==> src/rtl/crb_pkg.sv <==
package crb_pkg;

   // index of each side in the release-unit array
   localparam int SIDE_WR = 0;
   localparam int SIDE_RD = 1;
   localparam int N_SIDES = 2;

   // error events raised by the store in one cycle
   typedef struct packed {
      logic ovf;
      logic unf;
   } fault_t;

   function automatic bit is_pow2(input int v);
      return (v > 0) && ((v & (v - 1)) == 0);
   endfunction

endpackage

==> src/rtl/crb_release.sv <==
// Releases one side of the buffer when the frame position reaches its offset
// and stops it again at a frame boundary that does not also match.
module crb_release #(
   parameter int POS_W = 16
) (
   input  logic             clk,
   input  logic             rst_n,
   input  logic             frame_sync,
   input  logic [POS_W-1:0] frame_pos,
   input  logic [POS_W-1:0] offset,
   output logic             running,
   output logic             launch
);

   logic hit;

   assign hit    = (frame_pos == offset);
   assign launch = hit & ~running;

   always_ff @(posedge clk or negedge rst_n) begin
      if (!rst_n) begin
         running <= 1'b0;
      end else if (launch) begin
         running <= 1'b1;
      end else if (frame_sync && !hit) begin
         running <= 1'b0;
      end
   end

endmodule

==> src/rtl/crb_kcnt.sv <==
// Container packing counter: restarts with the write side, one step per word.
module crb_kcnt
   import crb_pkg::*;
#(
   parameter int K_MOD = 12,
   localparam int K_W  = $clog2(K_MOD)
) (
   input  logic           clk,
   input  logic           rst_n,
   input  logic           restart,
   input  logic           step,
   output logic [K_W-1:0] k
);

   logic [K_W-1:0] k_next;

   generate
      if (is_pow2(K_MOD)) begin : g_wrap_free
         // modulus equals the counter range: natural wrap
         assign k_next = k + 1'b1;
      end else begin : g_wrap_cmp
         assign k_next = (k == K_W'(K_MOD - 1)) ? '0 : k + 1'b1;
      end
   endgenerate

   always_ff @(posedge clk or negedge rst_n) begin
      if (!rst_n) begin
         k <= '0;
      end else if (restart) begin
         k <= '0;
      end else if (step) begin
         k <= k_next;
      end
   end

endmodule

==> src/rtl/crb_store.sv <==
// Circular store with free-running pointers, saturating level and fault events.
module crb_store
   import crb_pkg::*;
#(
   parameter int DATA_W = 32,
   parameter int DEPTH  = 32,
   localparam int AW    = $clog2(DEPTH),
   localparam int LVL_W = $clog2(DEPTH + 1)
) (
   input  logic              clk,
   input  logic              rst_n,
   input  logic              wr_restart,
   input  logic              rd_restart,
   input  logic              wr_fire,
   input  logic [DATA_W-1:0] wr_data,
   input  logic              rd_fire,
   output logic [DATA_W-1:0] rd_data,
   output logic              rd_valid,
   output logic [LVL_W-1:0]  level,
   output fault_t            fault
);

   logic [DATA_W-1:0] mem [DEPTH];
   logic [AW-1:0]     wp;
   logic [AW-1:0]     rp;
   logic              full;
   logic              empty;

   assign full  = (level == LVL_W'(DEPTH));
   assign empty = (level == '0);

   // a read beside a store frees a slot, so only a lone store can overflow
   assign fault.ovf = wr_fire & ~rd_fire & full;
   assign fault.unf = rd_fire & empty;

   always_ff @(posedge clk) begin
      if (wr_fire) begin
         mem[wp] <= wr_data;
      end
   end

   always_ff @(posedge clk or negedge rst_n) begin
      if (!rst_n) begin
         rd_data  <= '0;
         rd_valid <= 1'b0;
      end else begin
         rd_valid <= rd_fire;
         if (rd_fire) begin
            rd_data <= mem[rp];
         end
      end
   end

   always_ff @(posedge clk or negedge rst_n) begin
      if (!rst_n) begin
         wp <= '0;
         rp <= '0;
      end else begin
         if (wr_restart) begin
            wp <= '0;
         end else if (wr_fire) begin
            wp <= wp + 1'b1;
         end
         if (rd_restart) begin
            rp <= '0;
         end else if (rd_fire) begin
            rp <= rp + 1'b1;
         end
      end
   end

   always_ff @(posedge clk or negedge rst_n) begin
      if (!rst_n) begin
         level <= '0;
      end else if (wr_restart) begin
         level <= '0;
      end else begin
         unique case ({wr_fire, rd_fire})
            2'b10:   if (!full)  level <= level + 1'b1;
            2'b01:   if (!empty) level <= level - 1'b1;
            default: level <= level;
         endcase
      end
   end

endmodule

==> src/rtl/crb_flags.sv <==
// Sticky fault flags; a new event wins over a clear in the same cycle.
module crb_flags
   import crb_pkg::*;
(
   input  logic   clk,
   input  logic   rst_n,
   input  logic   clr,
   input  fault_t event_in,
   output fault_t sticky
);

   always_ff @(posedge clk or negedge rst_n) begin
      if (!rst_n) begin
         sticky <= '0;
      end else begin
         sticky.ovf <= event_in.ovf | (sticky.ovf & ~clr);
         sticky.unf <= event_in.unf | (sticky.unf & ~clr);
      end
   end

endmodule

==> src/rtl/carrier_rx_buf.sv <==
module carrier_rx_buf
   import crb_pkg::*;
#(
   parameter int DATA_W = 32,
   parameter int DEPTH  = 32,
   parameter int POS_W  = 16,
   parameter int K_MOD  = 12,
   localparam int LVL_W = $clog2(DEPTH + 1),
   localparam int K_W   = $clog2(K_MOD)
) (
   input  logic              clk,
   input  logic              rst_n,
   input  logic              frame_sync,
   input  logic [POS_W-1:0]  frame_pos,
   input  logic [POS_W-1:0]  wr_offset,
   input  logic [POS_W-1:0]  rd_offset,
   input  logic              wr_en,
   input  logic [DATA_W-1:0] wr_data,
   input  logic              rd_en,
   input  logic              clr_status,
   output logic [DATA_W-1:0] rd_data,
   output logic              rd_valid,
   output logic [LVL_W-1:0]  level,
   output logic [K_W-1:0]    k_cnt,
   output logic              wr_running,
   output logic              rd_running,
   output logic              overflow,
   output logic              underflow,
   output logic              order_err
);

   // elaboration-time parameter checks
   generate
      if (!is_pow2(DEPTH) || DEPTH < 2) begin : g_bad_depth
         $error("carrier_rx_buf: DEPTH must be a power of two of at least 2");
      end
      if (DATA_W < 1) begin : g_bad_width
         $error("carrier_rx_buf: DATA_W must be positive");
      end
      if (K_MOD < 2) begin : g_bad_kmod
         $error("carrier_rx_buf: K_MOD must be at least 2");
      end
      if (POS_W < 1) begin : g_bad_pos
         $error("carrier_rx_buf: POS_W must be positive");
      end
   endgenerate

   logic [POS_W-1:0]   side_off [N_SIDES];
   logic [N_SIDES-1:0] side_run;
   logic [N_SIDES-1:0] side_go;
   logic               wr_fire;
   logic               rd_fire;
   fault_t             fault_ev;
   fault_t             fault_st;

   assign side_off[SIDE_WR] = wr_offset;
   assign side_off[SIDE_RD] = rd_offset;

   generate
      for (genvar s = 0; s < N_SIDES; s++) begin : g_side
         crb_release #(.POS_W(POS_W)) u_rel (
            .clk        (clk),
            .rst_n      (rst_n),
            .frame_sync (frame_sync),
            .frame_pos  (frame_pos),
            .offset     (side_off[s]),
            .running    (side_run[s]),
            .launch     (side_go[s])
         );
      end
   endgenerate

   assign wr_fire = side_run[SIDE_WR] & wr_en;
   assign rd_fire = side_run[SIDE_RD] & rd_en;

   crb_store #(.DATA_W(DATA_W), .DEPTH(DEPTH)) u_store (
      .clk        (clk),
      .rst_n      (rst_n),
      .wr_restart (side_go[SIDE_WR]),
      .rd_restart (side_go[SIDE_RD]),
      .wr_fire    (wr_fire),
      .wr_data    (wr_data),
      .rd_fire    (rd_fire),
      .rd_data    (rd_data),
      .rd_valid   (rd_valid),
      .level      (level),
      .fault      (fault_ev)
   );

   crb_kcnt #(.K_MOD(K_MOD)) u_kcnt (
      .clk     (clk),
      .rst_n   (rst_n),
      .restart (side_go[SIDE_WR]),
      .step    (wr_fire),
      .k       (k_cnt)
   );

   crb_flags u_flags (
      .clk      (clk),
      .rst_n    (rst_n),
      .clr      (clr_status),
      .event_in (fault_ev),
      .sticky   (fault_st)
   );

   assign wr_running = side_run[SIDE_WR];
   assign rd_running = side_run[SIDE_RD];
   assign overflow   = fault_st.ovf;
   assign underflow  = fault_st.unf;
   assign order_err  = (rd_offset <= wr_offset);

endmodule

==> config.mk <==
export PLATFORM = sky130hd
export DESIGN_NAME = carrier_rx_buf
export DESIGN_NICKNAME = d
export VERILOG_FILES = /design/src/rtl/crb_pkg.sv /design/src/rtl/crb_release.sv /design/src/rtl/crb_kcnt.sv /design/src/rtl/crb_store.sv /design/src/rtl/crb_flags.sv /design/src/rtl/carrier_rx_buf.sv
export SDC_FILE = /design/constraint.sdc
export NUM_CORES = 1
export LEC_CHECK = 0
export BUFFER_PORTS_ARGS = -buffer_cell sky130_fd_sc_hd__buf_2
export CAP_MARGIN = 5
export CORE_MARGIN = 2
export CORE_UTILIZATION = 50
export CTS_BUF_LIST = sky130_fd_sc_hd__clkbuf_4 sky130_fd_sc_hd__clkbuf_8
export CTS_CLUSTER_DIAMETER = 30
export DETAILED_ROUTE_END_ITERATION = 8
export PLACE_DENSITY = 0.65
export SETUP_SLACK_MARGIN = 0.1
export SLEW_MARGIN = 20
export SYNTH_ARGS = -nofsm -noshare
export SYNTH_HDL_FRONTEND = slang
export SYNTH_SLANG_ARGS = --single-unit
==> constraint.sdc <==
create_clock -name clk -period 11.8 [get_ports clk]
set_clock_uncertainty 0.15 [all_clocks]
set_input_delay 2.36 -clock clk [delete_from_list [all_inputs] [get_ports clk]]
set_output_delay 2.36 -clock clk [all_outputs]
set_load 0.005 [all_outputs]
# == After elaboration in Yosys (flattened, before gate mapping) ==
# Memory sizes are Yosys's and may differ from the RTL's. A register that Yosys moved wholly into a read port is not among the register bits.
# Cells that the tools add are included.
# word_totals
elab_cells,68
ff_bits,25
output_inout_bits,48
mem_bits_rw,1024
input_bits,86
memories,1
# classes
n_mux,17
n_reduce_logical,12
bitwise_logic,15
n_eq_ne,8
order_cmp,1
add_sub_neg,5
# memory_table
name,words,width,rd,rd_clocked_by_memory_dff,write_ports,line,text
u_store.mem,32,32,1,1,1,crb_store.sv:23,logic [DATA_W-1:0] mem [DEPTH];
# ops
op,count
$eq 16x16->1,2
$mux 5,4
$mux 6,3
$le 16x16->1,1
$mux 4,3
$pmux 6 s2,1
$add 5x1->5 const B,2
$and 1x1->1,9
$reduce_bool 2->1,4
$add 6x1->6 const B,1
$eq 6x6->1 const B,1
$logic_not 6->1,1
$mux 1,6
$ne 3x3->1 const B,2
$sub 6x1->6 const B,1
$add 4x1->4 const B,1
$eq 4x4->1 const B,1
$not 1->1,4
$logic_not 1->1,3
$reduce_and 3->1,1
$reduce_bool 3->1,1
$eq 2x1->1 const B,1
$eq 2x2->1 const B,1
$logic_and 1x1->1,2
$or 1x1->1,2

# == Logic depth before layout (Yosys ltp) ==
# Gate-level depths: netlist of the first run.
# depth
depth_word,5
ltp_mapped,11
mapped_depth_nobuf,11

# == Hierarchy ==
# Synthesis of the first run repeated with hierarchy kept, for this count alone.
# hier_totals
hier_cells,2161
area_unflattened_um2,42420.7
# modules_own_cells
mod,seq_area_each_um2,area_per_inst_um2,instances,cells_per_inst
crb_store,31975.7,41300.9,1,2027
carrier_rx_buf,0.0,422.9,1,58
crb_release,25.0,209.0,2,25
crb_kcnt,100.1,210.2,1,21
crb_flags,50.0,68.8,1,5

# == Worst setup path before layout of the first run ==
# OpenSTA, ideal clock, no wires.
# synth_path
path_type,in2reg
from,in wr_en
to,"mem u_store.mem[23][0], enable pin"
setup_slack_ns,5.620
setup_time_ns,0.468
required_ns,11.182
t_arrival_ns,5.562
cell_stages,5
path_buffers,2
path_cell_list,and2_1 -> clkbuf_1 -> clkbuf_1 -> nand3_1 -> nor3b_1
# synth_between
elab_chain_len,3
# synth_lines
item,line,text
from (decl),carrier_rx_buf.sv:17,"input logic wr_en,"
$and 1x1->1,carrier_rx_buf.sv:73,assign wr_fire = side_run[SIDE_WR] & wr_en;
$mux 1,crb_store.sv:37,if (wr_fire) begin
$mux 1 (implied by the code),crb_store.sv:38,mem[wp] <= wr_data;
to (decl),crb_store.sv:23,
# Every way passes these cells.

# == Final worst setup path of the first run ==
# layout_path
from,in wr_offset[15]
to,out order_err
# layout_between
elab_chain_len,1
# layout_lines
item,line,text
from (decl),carrier_rx_buf.sv:15,"input logic [POS_W-1:0] wr_offset,"
$le 16x16->1,carrier_rx_buf.sv:110,assign order_err = (rd_offset <= wr_offset);
to (decl),carrier_rx_buf.sv:29,output logic order_err
# Every way passes these cells.

==> run_results.csv, run 1 <==
group,metric,value,unit
cts,numCtsBuffers,191,
grt,global_route.usage.total,0.236,
sta,slew_viol_final,0,
setup_path,critical_path_arrival,3.92,ns
layout,fin_util,0.580,
yosys,synthesis.yosys.warnings,0,
layout,final_layout_size_suffix_gt1_frac,0.336,
yosys,synth-edff-count,1024,
routing,num_vias,21262,
cts,cts_hold_buffers,0,
cts,cts-htree-levels,4,
yosys,syn-cell-area,41900,um2
min_path,holdPathEnd,"u_store.rd_data[11]",
sta,summed_negative_setup_slack_over_all_endpoints,0,ns
layout,finalNetCount,2383,
floorplanning,die_area,86200,um2
yosys,synthArstFlopShare,0.0527,
grt,grt_antenna_before_repair,1,
layout,area_growth_syn_to_layout,15.2,%
power_and_ir_drop,power-per-cell-area,173,nW/um2
sta,hold_slack,0.331,ns
min_path,hp-start,"u_store.rd_data[11]",
yosys,postSynthCellCount,2003,
yosys,number_of_distinct_standard_cells_referenced_by_the_synthesized_netlist,45,
sta,rsz0062_at_grt,"false",
routing,drt_iter0_drc,2146,
setup_path,worst_case_reg_to_reg_path_depth,7,
cts,post_cts_buffers,0,
routing,first_pass_detailed_route_iteration_total,5,
routing,detail_route_antenna_nets,0,
setup_path,worstReg2RegStart,"u_store.rp[1]",
floorplanning,core_area,83300,um2
routing,drc,0,
setup_path,critical_path.endpoint_type,"primary output",
sta,max_freq,156,MHz
grt,wire_length_of_the_first_global_routing_pass,147000,um
sta,fin_crit,6.43,ns
setup_path,worst_setup_path_category,"in2out",
cts,cts.clk_slew.worst_paths,0.05,ns
grt,overflow,0,
floorplanning,std_cell_rows,106,
yosys,synth-main-ff-cell,"edfxtp_1",
yosys,avgSynthCellArea,20.9,um2
sta,setup-violations-final,0,
place,io_buffer_count,133,
routing,via_density_per_instance,6.06,
cts,worstSkewPairLatency,0.85,ns
yosys,synth_seq_area_share,0.767,
grt,grt_pass1_vias,22560,
place,globalplace.congestion,0.826,
grt,grt_start_max_net_pins,112,
sta,hold_viol,0,
sta,post_route_fraction_of_the_period_consumed_by_the_critical_path,0.545,
sta,worst-slew-pin-transition,1.10,ns
cts,post_cts_resize_count,0,
floorplanning,fp.dieH,294,um
setup_path,worst_r2r_endpoint,"u_store.rd_data[15]",
setup_path,startpoint_type,"primary input",
cts,clockBufferDepth,3,
layout,num-fill-cells,6072,
status,run_status,"completed",
floorplanning,boundaryPins,134,
routing,detailed_route_wire_length_per_cell,28.2,um
min_path,min_path_type,"reg2reg",
power_and_ir_drop,irDropWorstVdd,0.000110,V
floorplanning,start_util,0.504,
setup_path,required,9.29,ns
min_path,hold-path-cell-count,2,
setup_path,critPathMaxFanout,2,
place,dp_hpwl,54200,um
cts,clock_sink_count,1081,
setup_path,worst_reg2reg_setup_slack,7.78,ns
routing,detail_route.wirelength,99100,um
floorplanning,fp.dieW,294,um
yosys,synth.ff_latch_count,1081,
cts,tritoncts_clock_tree,"yes",
flow_run,max-cap-violations,0,
power_and_ir_drop,power.leakage,15.6,nW
yosys,synth_nets,2114,
cts,clock-root-buffer,"clkbuf_8",
sta,headroom_to_the_max_slew_limit,0.269,
[flip-flops by register name, indices dropped and copies added (netlist names)]
name                  count
g_side.u_rel.running      2
u_store.wp                5
u_store.level             6
u_store.rp                5
u_flags.sticky            2
u_store.rd_valid          1
u_store.rd_data          32
u_kcnt.k                  4
u_store.mem            1024
[cell families (layout without fill, tap and decap cells)]
| family | after synthesis | count (layout) | synth area share |
|---|---|---|---|
| AOI/OAI and AO/OA | 236 | 236 | 0.0331 |
| DFF | 1081 | 1081 | 0.767 |
| muxes | 291 | 291 | 0.146 |
| and+or+nand+nor | 194 | 194 | 0.0213 |
| buffers and inverters | 134 | 561 | 0.0163 |
| xor gates and xnor gates | 42 | 42 | 0.00877 |
| adders and majority gates | 25 | 25 | 0.00746 |
| other | 0 | 1 | 0 |
[where the power goes]
part           switching [mW]  internal (mW)
sequential             0.0245           4.21
clock                    1.58           2.16
combinational           0.212          0.184
total                    1.81           6.56
[through the flow]
step	setup slack, ns	total power [mW]	instance area [um2]	cells
after floorplan	5.62	4.58	41900	2003
after global placement	5.37	4.71	44000	3158
after detailed placement	5.38	4.72	44100	3159
after CTS	5.38	8.44	48300	3510
after global routing	5.23	8.64	48300	3511
final	5.37	8.37	48300	3511
[worst max-delay path, stage by stage]
cell and delay, ns:
buf_2 0.10, inv_1 0.05, ha_1 0.32, nand4_1 0.13
or2_0 0.26, or3_1 0.38, a21oi_1 0.12, o21ai_1 0.07
buf_2 0.13
[cells in the final DEF, fill, tap and decap left out, drive strengths merged, types with 5 or more instances in the layout]
master,netlist,routed
a22oi,32,32
or3,7,7
clkbuf,52,256
nand3,5,5
xnor2,5,5
nand4,9,9
inv,26,39
a21o,5,5
edfxtp,1024,1024
xor2,37,37
o22ai,64,64
nor3,38,38
nor4,9,9
o21ai,80,80
mux2i,35,35
buf,55,183
clkinvlp,0,15
dfrtp,57,57
ha,25,25
nor2,48,48
mux4,256,256
bufinv,0,17
nand2,62,62
a21oi,43,43
clkinv,1,51
[worst max-delay path by stage]
| stage | depth (start not counted) | to | start | slack [ns] |
|---|---|---|---|---|
| 6_report | 9 | order_err | wr_offset[15] | 5.37 |
| 5_1_grt | 9 | order_err | wr_offset[15] | 5.23 |
| 4_1_cts | 9 | order_err | wr_offset[14] | 5.38 |
| 3_5_place_dp | 9 | order_err | wr_offset[14] | 5.38 |
| 3_3_place_gp | 9 | order_err | wr_offset[14] | 5.37 |
| 2_1_floorplan | 5 | u_store.mem[23][0] | wr_en | 5.62 |
[layer usage]
metal | track usage | up-vias | wire, um | part of all wire
met4 | 0.0968 | 2 | 3300 | 0.033
met3 | 0.0599 | 207 | 8470 | 0.085
met2 | 0.372 | 954 | 47900 | 0.48
met5 | 0.00851 | - | 102 | 0.0010
met1 | 0.318 | 11181 | 39400 | 0.40
li1 | - | 8918 | - | -
[cell usage after synthesis, types with 3 or more instances]
master / count / area [um2]
or3_1: 7 / 43.8
buf_2: 26 / 130
buf_4: 10 / 75.1
mux4_2: 256 / 5770
nor4_1: 9 / 56.3
clkbuf_1: 52 / 195
edfxtp_1: 1024 / 30700
nand4_1: 9 / 56.3
o21ai_1: 75 / 375
a22oi_1: 32 / 240
mux2i_1: 35 / 350
o21ai_0: 5 / 25.0
dfrtp_1: 57 / 1430
xnor2_1: 5 / 43.8
buf_6: 15 / 169
nand2b_1: 3 / 18.8
a21oi_1: 43 / 215
nand3_1: 5 / 25.0
ha_1: 25 / 313
buf_1: 4 / 15.0
o22ai_1: 64 / 400
nor2_1: 48 / 180
inv_1: 24 / 90.1
nor3_1: 38 / 190
a21o_1: 5 / 37.5
nand2_1: 62 / 233
xor2_1: 37 / 324
[final cells by class]
class                           count  area (um2)  share of cell area
Antenna cell                        1        2.50           0.0000518
Clock inverter                     95        1060              0.0219
Clock buffer                      256        3180              0.0658
Tap cell                         1080        1350              0.0280
Multi-Input combinational cell    788        9340               0.193
Timing Repair Buffer              183        1080              0.0223
Inverter                           27         101             0.00210
Sequential cell                  1081       32200               0.666
Power figures use the tool's default switching activity.
==> run 2, diff against run 1 <==
--- a/config.mk
+++ b/config.mk
@@ -12,7 +12,7 @@
 export CTS_BUF_LIST = sky130_fd_sc_hd__clkbuf_4 sky130_fd_sc_hd__clkbuf_8
 export CTS_CLUSTER_DIAMETER = 30
 export DETAILED_ROUTE_END_ITERATION = 8
-export PLACE_DENSITY = 0.65
+export PLACE_DENSITY = 0.68
 export SETUP_SLACK_MARGIN = 0.1
 export SLEW_MARGIN = 20
 export SYNTH_ARGS = -nofsm -noshare
==> constraint.sdc (replaced) <==
create_clock -name clk -period 5.6 [get_ports clk]
set_clock_uncertainty 0.15 [all_clocks]
set_input_delay 1.12 -clock clk [delete_from_list [all_inputs] [get_ports clk]]
set_output_delay 1.12 -clock clk [all_outputs]
set_load 0.005 [all_outputs]
==> run_results.csv, run 2 (same netlist as run 1, synthesis figures left out) <==
group,metric,value,unit
routing,drc,0,
floorplanning,boundaryPins,134,
cts,cts-htree-levels,4,
power_and_ir_drop,power-per-cell-area,364,nW/um2
grt,overflow,0,
power_and_ir_drop,irDropWorstVdd,0.000229,V
floorplanning,std_cell_rows,106,
sta,rsz0062_at_grt,"false",
min_path,min_path_type,"in2reg",
place,placed_area,44200,um2
setup_path,critPathMaxFanout,2,
setup_path,slowest_delay,0.37,ns
grt,wire_length_of_the_first_global_routing_pass,149000,um
routing,drt_iter0_drc,2483,
routing,first_pass_detailed_route_iteration_total,5,
sta,worst-slew-pin-transition,1.13,ns
floorplanning,start_util,0.504,
layout,layout_commonest_cell,"edfxtp_1",
layout,layout.cells.most_common_list,"1024 x edfxtp_1, 256 x mux4_2, 203 x clkbuf_8",
layout,area_growth_syn_to_layout,15.6,%
sta,post_route_fraction_of_the_period_consumed_by_the_critical_path,0.707,
grt,grt_start_max_net_pins,73,
setup_path,worst_setup_path_category,"in2out",
floorplanning,core_area,83300,um2
place,globalplace.congestion,0.853,
routing,via_density_per_instance,6.15,
setup_path,critical_path.endpoint_type,"primary output",
layout,largest_register_ff_count,1024,
place,dp_hpwl,60000,um
floorplanning,fp.dieW,294,um
sta,headroom_to_the_max_slew_limit,0.246,
power_and_ir_drop,power.internal,13.7,mW
flow_run,max-cap-violations,0,
status,run_status,"completed",
setup_path,cp_slowest_cell,"or3_1",
layout,finish.cell_count_without_fillers,3528,
cts,tritoncts_clock_tree,"yes",
power_and_ir_drop,power.leakage,15.7,nW
sta,slew_viol_final,0,
power_and_ir_drop,net-switching-power,3.92,mW
cts,clock-root-buffer,"clkbuf_8",
layout,largestRegisters,"u_store.mem: 1024 flops, u_store.rd_data: 32 flops, u_store.level: 6 flops",
cts,post_cts_resize_count,0,
routing,detailed_route_wire_length_per_cell,28.9,um
layout,regMostFlops,"u_store.mem",
floorplanning,fp.dieH,294,um
sta,setup-violations-final,0,
routing,detail_route_antenna_nets,0,
sta,hold_slack,0.299,ns
sta,max_freq,253,MHz
layout,fin_util,0.582,
cts,clockBufferDepth,3,
layout,finalNetCount,2395,
grt,grt_pass1_vias,22575,
cts,cts.clk_slew.worst_paths,0.05,ns
cts,worstSkewPairLatency,0.85,ns
cts,numCtsBuffers,194,
floorplanning,die_area,86200,um2
layout,finish.instance_area,48500,um2
power_and_ir_drop,clock_power_share,0.443,
grt,global_route.usage.total,0.241,
routing,num_vias,21687,
sta,fin_crit,3.96,ns
setup_path,crit_path_cell_trace,"buf_2 -> inv_1 -> ha_1 -> nand4_1 -> or2_0 -> or3_1 -> a21oi_1 -> o21ai_1 -> buf_2",
setup_path,startpoint_type,"primary input",
power_and_ir_drop,share_seq_of_total_power,0.506,
sta,hold_viol,0,
setup_path,critical_path_arrival,2.69,ns
setup_path,required,4.33,ns
setup_path,critical_path.most_common_cell,"buf_2",
power_and_ir_drop,comb_power_share,0.052,
layout,final_layout_size_suffix_gt1_frac,0.340,
place,placed_cells,3167,
routing,detail_route.wirelength,102000,um
sta,summed_negative_setup_slack_over_all_endpoints,0,ns
place,io_buffer_count,133,
power_and_ir_drop,switching_share,0.222,
cts,clock_sink_count,1081,
grt,grt_antenna_before_repair,3,
## run 2: area by class of cell
| class | instances | area, um2 |
|---|---|---|
| fillers | 5950 | 34800 |
| repair buffers | 192 | 1280 |
| well taps | 1080 | 1350 |
| multi-input cells | 788 | 9340 |
| clock buffers | 263 | 3240 |
| inverters | 27 | 101 |
| diodes | 2 | 5.00 |
| clock inverters | 95 | 980 |
| flip-flops and latches | 1081 | 32200 |
## run 2: worst paths after layout
kind / start / to / slack, ns / depth (start not counted)
min reg2reg: u_store.rd_data[23] / u_store.rd_data[23] / 0.33 / 2
max reg2reg: u_store.rp[3] / u_store.rd_data[8] / 2.27 / 6
min in group asynchronous: rst_n / u_store.rd_data[11] / 0.51 / 2
min: clr_status / u_flags.sticky[1] / 0.30 / 2
max: wr_offset[14] / order_err / 1.64 / 9
max in group asynchronous: rst_n / u_store.rp[2] / 3.58 / 3
## run 2: power by group through the flow
stage	clock network [mW]	registers (mW)	logic, mW
after floorplan	0	9.06	0.590
final	7.81	8.93	0.910
after global placement	0	9.09	0.904
after CTS	7.94	8.93	0.924
after global routing	8.31	8.93	0.979
after detailed placement	0	9.09	0.921
## run 2: critical path, delay by kind of cell
family | cells | cell delay [ns]
adder cells (fa/ha/maj) | 1 | 0.29
AO/OA/AOI/OAI | 2 | 0.22
AND/OR/NAND/NOR | 3 | 0.80
buffers and inverters | 3 | 0.26
## run 2: metal layers
| layer | part of all wire | GRT usage |
|---|---|---|
| met1 | 0.40 | 0.330 |
| met2 | 0.50 | 0.391 |
| met3 | 0.081 | 0.0482 |
| met4 | 0.025 | 0.0861 |
| met5 | 0 | 0 |
## run 2: what timing repair did
item,4_1_cts,5_1_grt
endpoints found under the setup margin,0,0
setup buffers,0,0
endpoints found under the hold margin,8,0
hold buffers,1,0
## run 2: metrics by stage
| stage | power (mW) | worst slack (ns) |
|---|---|---|
| floorplan | 9.65 | 0.660 |
| global placement | 9.99 | 1.58 |
| detailed placement | 10.0 | 1.61 |
| CTS | 17.8 | 1.61 |
| global route | 18.2 | 1.56 |
| finish | 17.6 | 1.64 |
